===== src/rtl/sgp_pkg.sv =====
package sgp_pkg;
    typedef enum logic [1:0] {
        PK_BURST   = 2'd0,
        PK_GATHER  = 2'd1,
        PK_SCATTER = 2'd2,
        PK_BAD     = 2'd3
    } pkt_kind_e;

    typedef enum logic [2:0] {
        OP_STORE = 3'd0,
        OP_ADD   = 3'd1,
        OP_AND   = 3'd2,
        OP_OR    = 3'd3,
        OP_XOR   = 3'd4,
        OP_SWAP  = 3'd5,
        OP_RSV6  = 3'd6,
        OP_RSV7  = 3'd7
    } elem_op_e;

    typedef struct packed {
        logic [3:0] id;
        elem_op_e   op;
        pkt_kind_e  kind;
    } hdr_t;

    localparam int HDR_W     = $bits(hdr_t);
    localparam int BODY_LEN  = 6;
    localparam int REPLY_MAX = 6;
    localparam int SCAT_ELEM = 3;

    typedef enum logic [2:0] {
        ST_HEAD,
        ST_BODY,
        ST_DROP,
        ST_RID,
        ST_RDAT
    } sgp_state_e;
endpackage


===== src/rtl/sgp_alu.sv =====
module sgp_alu
    import sgp_pkg::*;
#(
    parameter int DW = 32
) (
    input  elem_op_e        op,
    input  logic [DW-1:0]   old_val,
    input  logic [DW-1:0]   arg,
    output logic [DW-1:0]   result
);
    always_comb begin
        unique case (op)
            OP_ADD:  result = old_val + arg;
            OP_AND:  result = old_val & arg;
            OP_OR:   result = old_val | arg;
            OP_XOR:  result = old_val ^ arg;
            default: result = arg;
        endcase
    end
endmodule


===== src/rtl/sgp_mem.sv =====
module sgp_mem #(
    parameter int DW = 32,
    parameter int AW = 6
) (
    input  logic             clk,
    input  logic             rst_n,
    input  logic [AW-1:0]    raddr,
    output logic [DW-1:0]    rdata,
    input  logic             we,
    input  logic [AW-1:0]    waddr,
    input  logic [DW-1:0]    wdata,
    input  logic [DW/8-1:0]  wbe
);
    localparam int DEPTH = 1 << AW;
    localparam int NB    = DW / 8;

    logic [DW-1:0] words [DEPTH];

    assign rdata = words[raddr];

    always_ff @(posedge clk) begin
        if (!rst_n) begin
            for (int i = 0; i < DEPTH; i++) begin
                words[i] <= '0;
            end
        end else if (we) begin
            for (int b = 0; b < NB; b++) begin
                if (wbe[b]) begin
                    words[waddr][8*b +: 8] <= wdata[8*b +: 8];
                end
            end
        end
    end
endmodule


===== src/rtl/sgp_endpoint.sv =====
module sgp_endpoint
    import sgp_pkg::*;
#(
    parameter int DW = 32,
    parameter int AW = 6
) (
    input  logic           clk,
    input  logic           rst_n,
    input  logic           in_valid,
    output logic           in_ready,
    input  logic [DW-1:0]  in_data,
    output logic           out_valid,
    input  logic           out_ready,
    output logic [DW-1:0]  out_data,
    output logic           out_last,
    output logic           err_o
);
    localparam int NB     = DW / 8;
    localparam int MASK_W = 4 * NB;

    sgp_state_e state, nxt;

    logic [2:0]        beat;
    pkt_kind_e         kind_q;
    elem_op_e          op_q;
    logic [3:0]        id_q;
    logic [AW-1:0]     base_q;
    logic [MASK_W-1:0] mask_q;
    logic [AW-1:0]     areg_q;
    logic [DW-1:0]     rbuf [REPLY_MAX];
    logic [2:0]        rcnt;
    logic [2:0]        ridx;
    logic              err_q;

    hdr_t hdr;
    logic fire, hdr_bad, body_end;
    logic reply_last;

    assign hdr      = hdr_t'(in_data[HDR_W-1:0]);
    assign fire     = in_valid && in_ready;
    assign hdr_bad  = (hdr.kind == PK_BAD) ||
                      ((hdr.kind == PK_SCATTER) &&
                       ((hdr.op == OP_RSV6) || (hdr.op == OP_RSV7)));
    assign body_end = fire && (beat == 3'(BODY_LEN - 1));

    // memory datapath
    logic [AW-1:0]  mem_raddr, mem_waddr;
    logic [DW-1:0]  mem_rdata, mem_wdata, alu_res;
    logic [NB-1:0]  mem_wbe;
    logic           mem_we;
    logic [1:0]     widx;
    logic           is_burst_wr, is_scat_data;

    assign widx         = beat[1:0] - 2'd2;
    assign is_burst_wr  = (state == ST_BODY) && fire && (kind_q == PK_BURST) && (beat >= 3'd2);
    assign is_scat_data = (state == ST_BODY) && fire && (kind_q == PK_SCATTER) && beat[0];

    assign mem_raddr = (kind_q == PK_GATHER) ? in_data[AW-1:0] : areg_q;
    assign mem_we    = is_burst_wr || is_scat_data;
    assign mem_waddr = (kind_q == PK_BURST) ? base_q + AW'(widx) : areg_q;
    assign mem_wdata = (kind_q == PK_BURST) ? in_data : alu_res;
    assign mem_wbe   = (kind_q == PK_BURST) ? mask_q[widx*NB +: NB] : '1;

    sgp_mem #(.DW(DW), .AW(AW)) u_mem (
        .clk   (clk),
        .rst_n (rst_n),
        .raddr (mem_raddr),
        .rdata (mem_rdata),
        .we    (mem_we),
        .waddr (mem_waddr),
        .wdata (mem_wdata),
        .wbe   (mem_wbe)
    );

    sgp_alu #(.DW(DW)) u_alu (
        .op      (op_q),
        .old_val (mem_rdata),
        .arg     (in_data),
        .result  (alu_res)
    );

    // state register
    always_ff @(posedge clk) begin
        if (!rst_n) state <= ST_HEAD;
        else        state <= nxt;
    end

    // next-state logic
    always_comb begin
        nxt = state;
        unique case (state)
            ST_HEAD: if (fire) nxt = hdr_bad ? ST_DROP : ST_BODY;
            ST_BODY: if (body_end) nxt = (rcnt != 3'd0) ? ST_RID : ST_HEAD;
            ST_DROP: if (body_end) nxt = ST_HEAD;
            ST_RID:  if (out_ready) nxt = ST_RDAT;
            ST_RDAT: if (out_ready && reply_last) nxt = ST_HEAD;
            default: nxt = ST_HEAD;
        endcase
    end

    // outputs
    assign reply_last = (ridx == rcnt - 3'd1);

    always_comb begin
        in_ready  = 1'b0;
        out_valid = 1'b0;
        out_data  = '0;
        out_last  = 1'b0;
        unique case (state)
            ST_HEAD, ST_BODY, ST_DROP: in_ready = 1'b1;
            ST_RID: begin
                out_valid = 1'b1;
                out_data  = DW'(id_q);
            end
            ST_RDAT: begin
                out_valid = 1'b1;
                out_data  = rbuf[ridx];
                out_last  = reply_last;
            end
            default: ;
        endcase
    end

    assign err_o = err_q;

    // datapath registers
    always_ff @(posedge clk) begin
        if (!rst_n) begin
            beat   <= '0;
            kind_q <= PK_BURST;
            op_q   <= OP_STORE;
            id_q   <= '0;
            base_q <= '0;
            mask_q <= '0;
            areg_q <= '0;
            rcnt   <= '0;
            ridx   <= '0;
            err_q  <= 1'b0;
            for (int i = 0; i < REPLY_MAX; i++) rbuf[i] <= '0;
        end else begin
            err_q <= (state == ST_HEAD) && fire && hdr_bad;
            if (state == ST_HEAD && fire) begin
                beat   <= '0;
                kind_q <= hdr.kind;
                op_q   <= hdr.op;
                id_q   <= hdr.id;
                if (hdr_bad)                                       rcnt <= 3'd0;
                else if (hdr.kind == PK_GATHER)                    rcnt <= 3'(REPLY_MAX);
                else if (hdr.kind == PK_SCATTER && hdr.op != OP_STORE) rcnt <= 3'(SCAT_ELEM);
                else                                               rcnt <= 3'd0;
            end
            if ((state == ST_BODY || state == ST_DROP) && fire) begin
                beat <= body_end ? 3'd0 : beat + 3'd1;
            end
            if (state == ST_BODY && fire) begin
                unique case (kind_q)
                    PK_BURST: begin
                        if (beat == 3'd0) base_q <= in_data[AW-1:0];
                        if (beat == 3'd1) mask_q <= in_data[MASK_W-1:0];
                    end
                    PK_GATHER: rbuf[beat] <= mem_rdata;
                    PK_SCATTER: begin
                        if (!beat[0]) areg_q <= in_data[AW-1:0];
                        else if (op_q != OP_STORE) rbuf[beat[2:1]] <= mem_rdata;
                    end
                    default: ;
                endcase
            end
            if (state == ST_RID && out_ready) ridx <= '0;
            if (state == ST_RDAT && out_ready) ridx <= ridx + 3'd1;
        end
    end

    // assertions
    a_r8_hold: assert property (@(posedge clk) disable iff (!rst_n)
        out_valid && !out_ready |=> out_valid && $stable(out_data));
    a_r8_last_ends: assert property (@(posedge clk) disable iff (!rst_n)
        out_valid && out_ready && out_last |=> !out_valid);
    a_r9_stall: assert property (@(posedge clk) disable iff (!rst_n)
        out_valid |-> !in_ready);
    a_r10_err_pulse: assert property (@(posedge clk) disable iff (!rst_n)
        err_o |=> !err_o);
    a_r4_reply_len: assert property (@(posedge clk) disable iff (!rst_n)
        rcnt <= 3'(REPLY_MAX));
endmodule


===== config.mk =====
export PLATFORM = sky130hd
export DESIGN_NAME = sgp_endpoint
export DESIGN_NICKNAME = d
export VERILOG_FILES = /design/src/rtl/sgp_pkg.sv /design/src/rtl/sgp_alu.sv /design/src/rtl/sgp_mem.sv /design/src/rtl/sgp_endpoint.sv
export SDC_FILE = /design/constraint.sdc
export NUM_CORES = 2
export LEC_CHECK = 0
export ABC_CLOCK_PERIOD_IN_PS = 6800
export BUFFER_PORTS_ARGS = -buffer_cell sky130_fd_sc_hd__buf_4
export CAP_MARGIN = 20
export CORE_MARGIN = 5
export CORE_UTILIZATION = 30
export DETAILED_ROUTE_END_ITERATION = 10
export GPL_TIMING_DRIVEN = 0
export PLACE_DENSITY = 0.42
export SKIP_LAST_GASP = 1
export SLEW_MARGIN = 20
export SYNTH_ARGS = -nofsm -noshare
export SYNTH_HDL_FRONTEND = slang
export SYNTH_SLANG_ARGS = --single-unit

===== constraint.sdc =====
create_clock -name clk -period 6.8 [get_ports clk]
set_clock_uncertainty 0.1 [all_clocks]
set_input_delay 0.68 -clock clk [delete_from_list [all_inputs] [get_ports clk]]
set_output_delay 0.68 -clock clk [all_outputs]
set_load 0.03 [all_outputs]

==> results.toml <==
[run_status]
status = "finished, violations left"
violations = "setup timing"

[grt]
grt_pass1_vias = 85580
grt_max_degree = 28
grtUsageTotal = 0.2890
grt_pass1_wl_mm = 743.1
grt_overflow = 0
antenna_found_initial = 57

[cells_and_area]
final_area_sq_um = 129700
drive_gt1_frac = 0.1403
utilization = 0.3574
area_growth_syn_to_layout_pct = 18.52
nets = 10550

[synthesis]
async_flop_share = 0
yosys.area.top_type_share = 0.6325
synth_edf_count = 2304
synth_warnings = 0
synth_area_leaders = "edfxtp_1 (63%), nor2_1 (8.5%), nand2_1 (4.0%), nor3_1 (3.3%), mux2i_1 (3.0%)"
syn_area_sq_um = 109400
synth_seq_area_share = 0.6422
yosysUniqueCellTypes = 88
synth_top_area_cell = "edfxtp_1"
ys.flop_type = "edfxtp_1"
syn_inst = 9955
ys_ff_latch = 2357
postSynthNetCount = 10070
syn_avg_cell_area_sq_um = 10.99

[clocking]
clk_pin_slew_ns = 0.06
clock-root-buffer = "clkbuf_16"
clock_latency_ns = 0.94
cts_sinks = 2357
cts_max_level = 5
cts_tree = "done"
clockBufferDepth = 4
cts_made_buffers = 280

[placed_design]
placed_area_sq_um = 118300
numPortBuffers = 71
dp_hpwl_mm = 426.9
globalplace.congestion = 0.9933

[drt]
via_count = 90260
drt_iter0_markers = 12850
routedWlPerCell_microns = 36.37
drcViolationCount = 0
drt-pass1-iter-count = 6
routed_wl_mm = 562.9
vias_per_cell = 5.833
ant_nets = 0

[worst_setup_path]
cp-start-kind = "flip-flop"
crit_type = "flip-flop to flip-flop"
critPathMaxFanout = 10
crit_path_end_kind = "flip-flop"
worstPathRequired_ns = 7.33
arrival_ns = 7.35

[die]
num_io_pins = 72
die_area_sq_um = 376800
core_region_area_sq_um = 362800
initial_utilization = 0.3015
die_w_microns = 613.9
rows = 221
die_h_microns = 613.9

[timing]
period_needed_ns = 6.827
final_max_slew_viol_count = 0
tightestPinTransition_ns = 1.277
hold_slack_ns = 0.2079
fin_ws_ns = -0.02735
hold_violations = 0
rsz0062_at_grt = "yes"
min_period_over_period = 1.004
timing.slew.headroom = 0.1456
fmax_mhz = 146.5
finalSetupViolCount = 23

[min_path]
hold_path.class = "input pin to flip-flop"

[pwr]
p_per_area_nw_per_um2 = 285.3
power_leakage_nw = 44.18
max-vdd-ir-drop_mv = 0.1928

[flow_run]
drv_cap = 0
cells in the mapped netlist (all sizes together), types with 53 or more instances:
master and instances:
a32oi 258, edfxtp 2304, nor2 2492, mux4 68
nand4 268, nor3 728, nand2 1153, ha 73
buf 329, o21ai 577, mux2i 327, o22ai 200
a21oi 181, clkbuf 525, dfxtp 53, and4 64
sequential cells by signal, indices dropped and copies added, names as in the netlist, named ones only:
| name | flops |
|---|---|
| base_q | 6 |
| ridx | 3 |
| rcnt | 3 |
| kind_q | 2 |
| areg_q | 6 |
| beat | 3 |
| rbuf | 256 |
| u_mem.words | 2048 |
| mask_q | 16 |
| op_q | 3 |
| err_o | 1 |
| state | 3 |
| id_q | 4 |
per-stage QoR:
stage | power (mW) | TNS [ns] | setup slack, ns | instances
final | 36.99 | -0.2439 | -0.02735 | 15480
after detailed placement | 21.93 | -4571.82 | -3.373 | 14920
after global routing | 37.73 | -0.09548 | -0.02708 | 15440
after CTS | 36.79 | -0.2073 | -0.03073 | 15440
after floorplan | 19.07 | 0 | 1.401 | 9955
after global placement | 21.72 | -7874.48 | -5.068 | 14820
report_power, final:
part	internal, mW	switching, mW
combinational	1.29	4.30
sequential	16.4	0.176
clock	8.38	6.48
cells in the final DEF (no fill, tap or decap), types with 25 or more instances in the layout:
master     Yosys  layout
a21oi_1      174     163
a32oi_1      258     201
a32oi_2        0      47
buf_1         48      36
buf_12         0      57
buf_2        238     111
buf_4         24     180
buf_6         19      86
buf_8          0      25
clkbuf_1     524     303
clkbuf_16      0     285
clkbuf_2       1     208
clkbuf_4       0      62
clkinv_1       3      66
clkinv_2       0      37
dfxtp_1       53      53
diode_2        0      36
edfxtp_1    2304    2304
ha_1          73      68
inv_1         48      48
mux2_2        35      34
mux2i_1      327     324
mux4_2        68      68
nand2_1     1153    1152
nand3_1       37      33
nand4_1      268     268
nor2_1      2491    2445
nor2_2         0      26
nor3_1       725     715
o21ai_0      532     515
o21ai_1       44      49
o22ai_1      199     195
logic make-up after synthesis:
kind of cell / Yosys count / share of synthesized area
compound gates: 1350 / 0.07854
xor+xnor: 19 / 0.001521
fa+ha+maj: 75 / 0.008716
buf+inv: 907 / 0.03598
flops: 2357 / 0.6422
mux: 430 / 0.04752
simple gates: 4817 / 0.1855
area by class of cell:
cell class / instances / area [sq um]
buffer: 841 / 4836
timing repair buffer: 213 / 2855
clock buffer: 338 / 7331
sequential: 2357 / 70250
antenna: 36 / 90.09
clock inverter: 152 / 1321
fill: 36250 / 233100
tap: 4794 / 5998
inverter: 53 / 198.9
multi-input combinational: 6691 / 36770
critical path: stages, from the launching register on:
cell and delay [ns]:
dfxtp_1 0.32, nand2b_4 0.15, buf_6 0.16, o31ai_4 0.37
clkbuf_4 0.34, buf_6 0.27, buf_4 0.23, clkbuf_2 0.55
o21ai_1 0.28, nand4_1 0.18, and4_4 0.37, buf_2 0.25
mux2_2 0.18, ha_1 0.28, a21o_1 0.21, a311o_1 0.40
a211oi_4 0.22, buf_4 0.20, nor4_1 0.07, o311a_1 0.34
a311oi_4 0.39, buf_6 0.23, clkbuf_4 0.27, nor2_1 0.06
path summary, 6_finish.rpt:
check	cells after the start	to	slack (ns)	start
setup / recovery	23	u_mem.words[40][27]	-0.03	kind_q[1]
hold / removal	4	kind_q[1]	0.21	in_data[1]
setup reg to reg	23	u_mem.words[40][27]	-0.03	kind_q[1]
hold reg to reg	2	rcnt[2]	0.36	rcnt[2]
repair_timing:
item                                   4_1_cts  5_1_grt
pin swaps                                   25       11
hold buffers                                14        0
setup buffers                               30        3
setup endpoints to repair                 2035     1573
endpoints found under the hold margin       19        0
resized for setup                          507      287
per-layer routing:
layer  share of wire  vias to the layer above  track usage
li1                -                    37220            -
met1            0.38                    46050       0.3674
met2            0.44                     5658       0.4463
met3            0.10                     1316      0.07208
met4           0.074                       26       0.1699
met5         0.00033                        -            0
(Power assumes the default switching activity.)
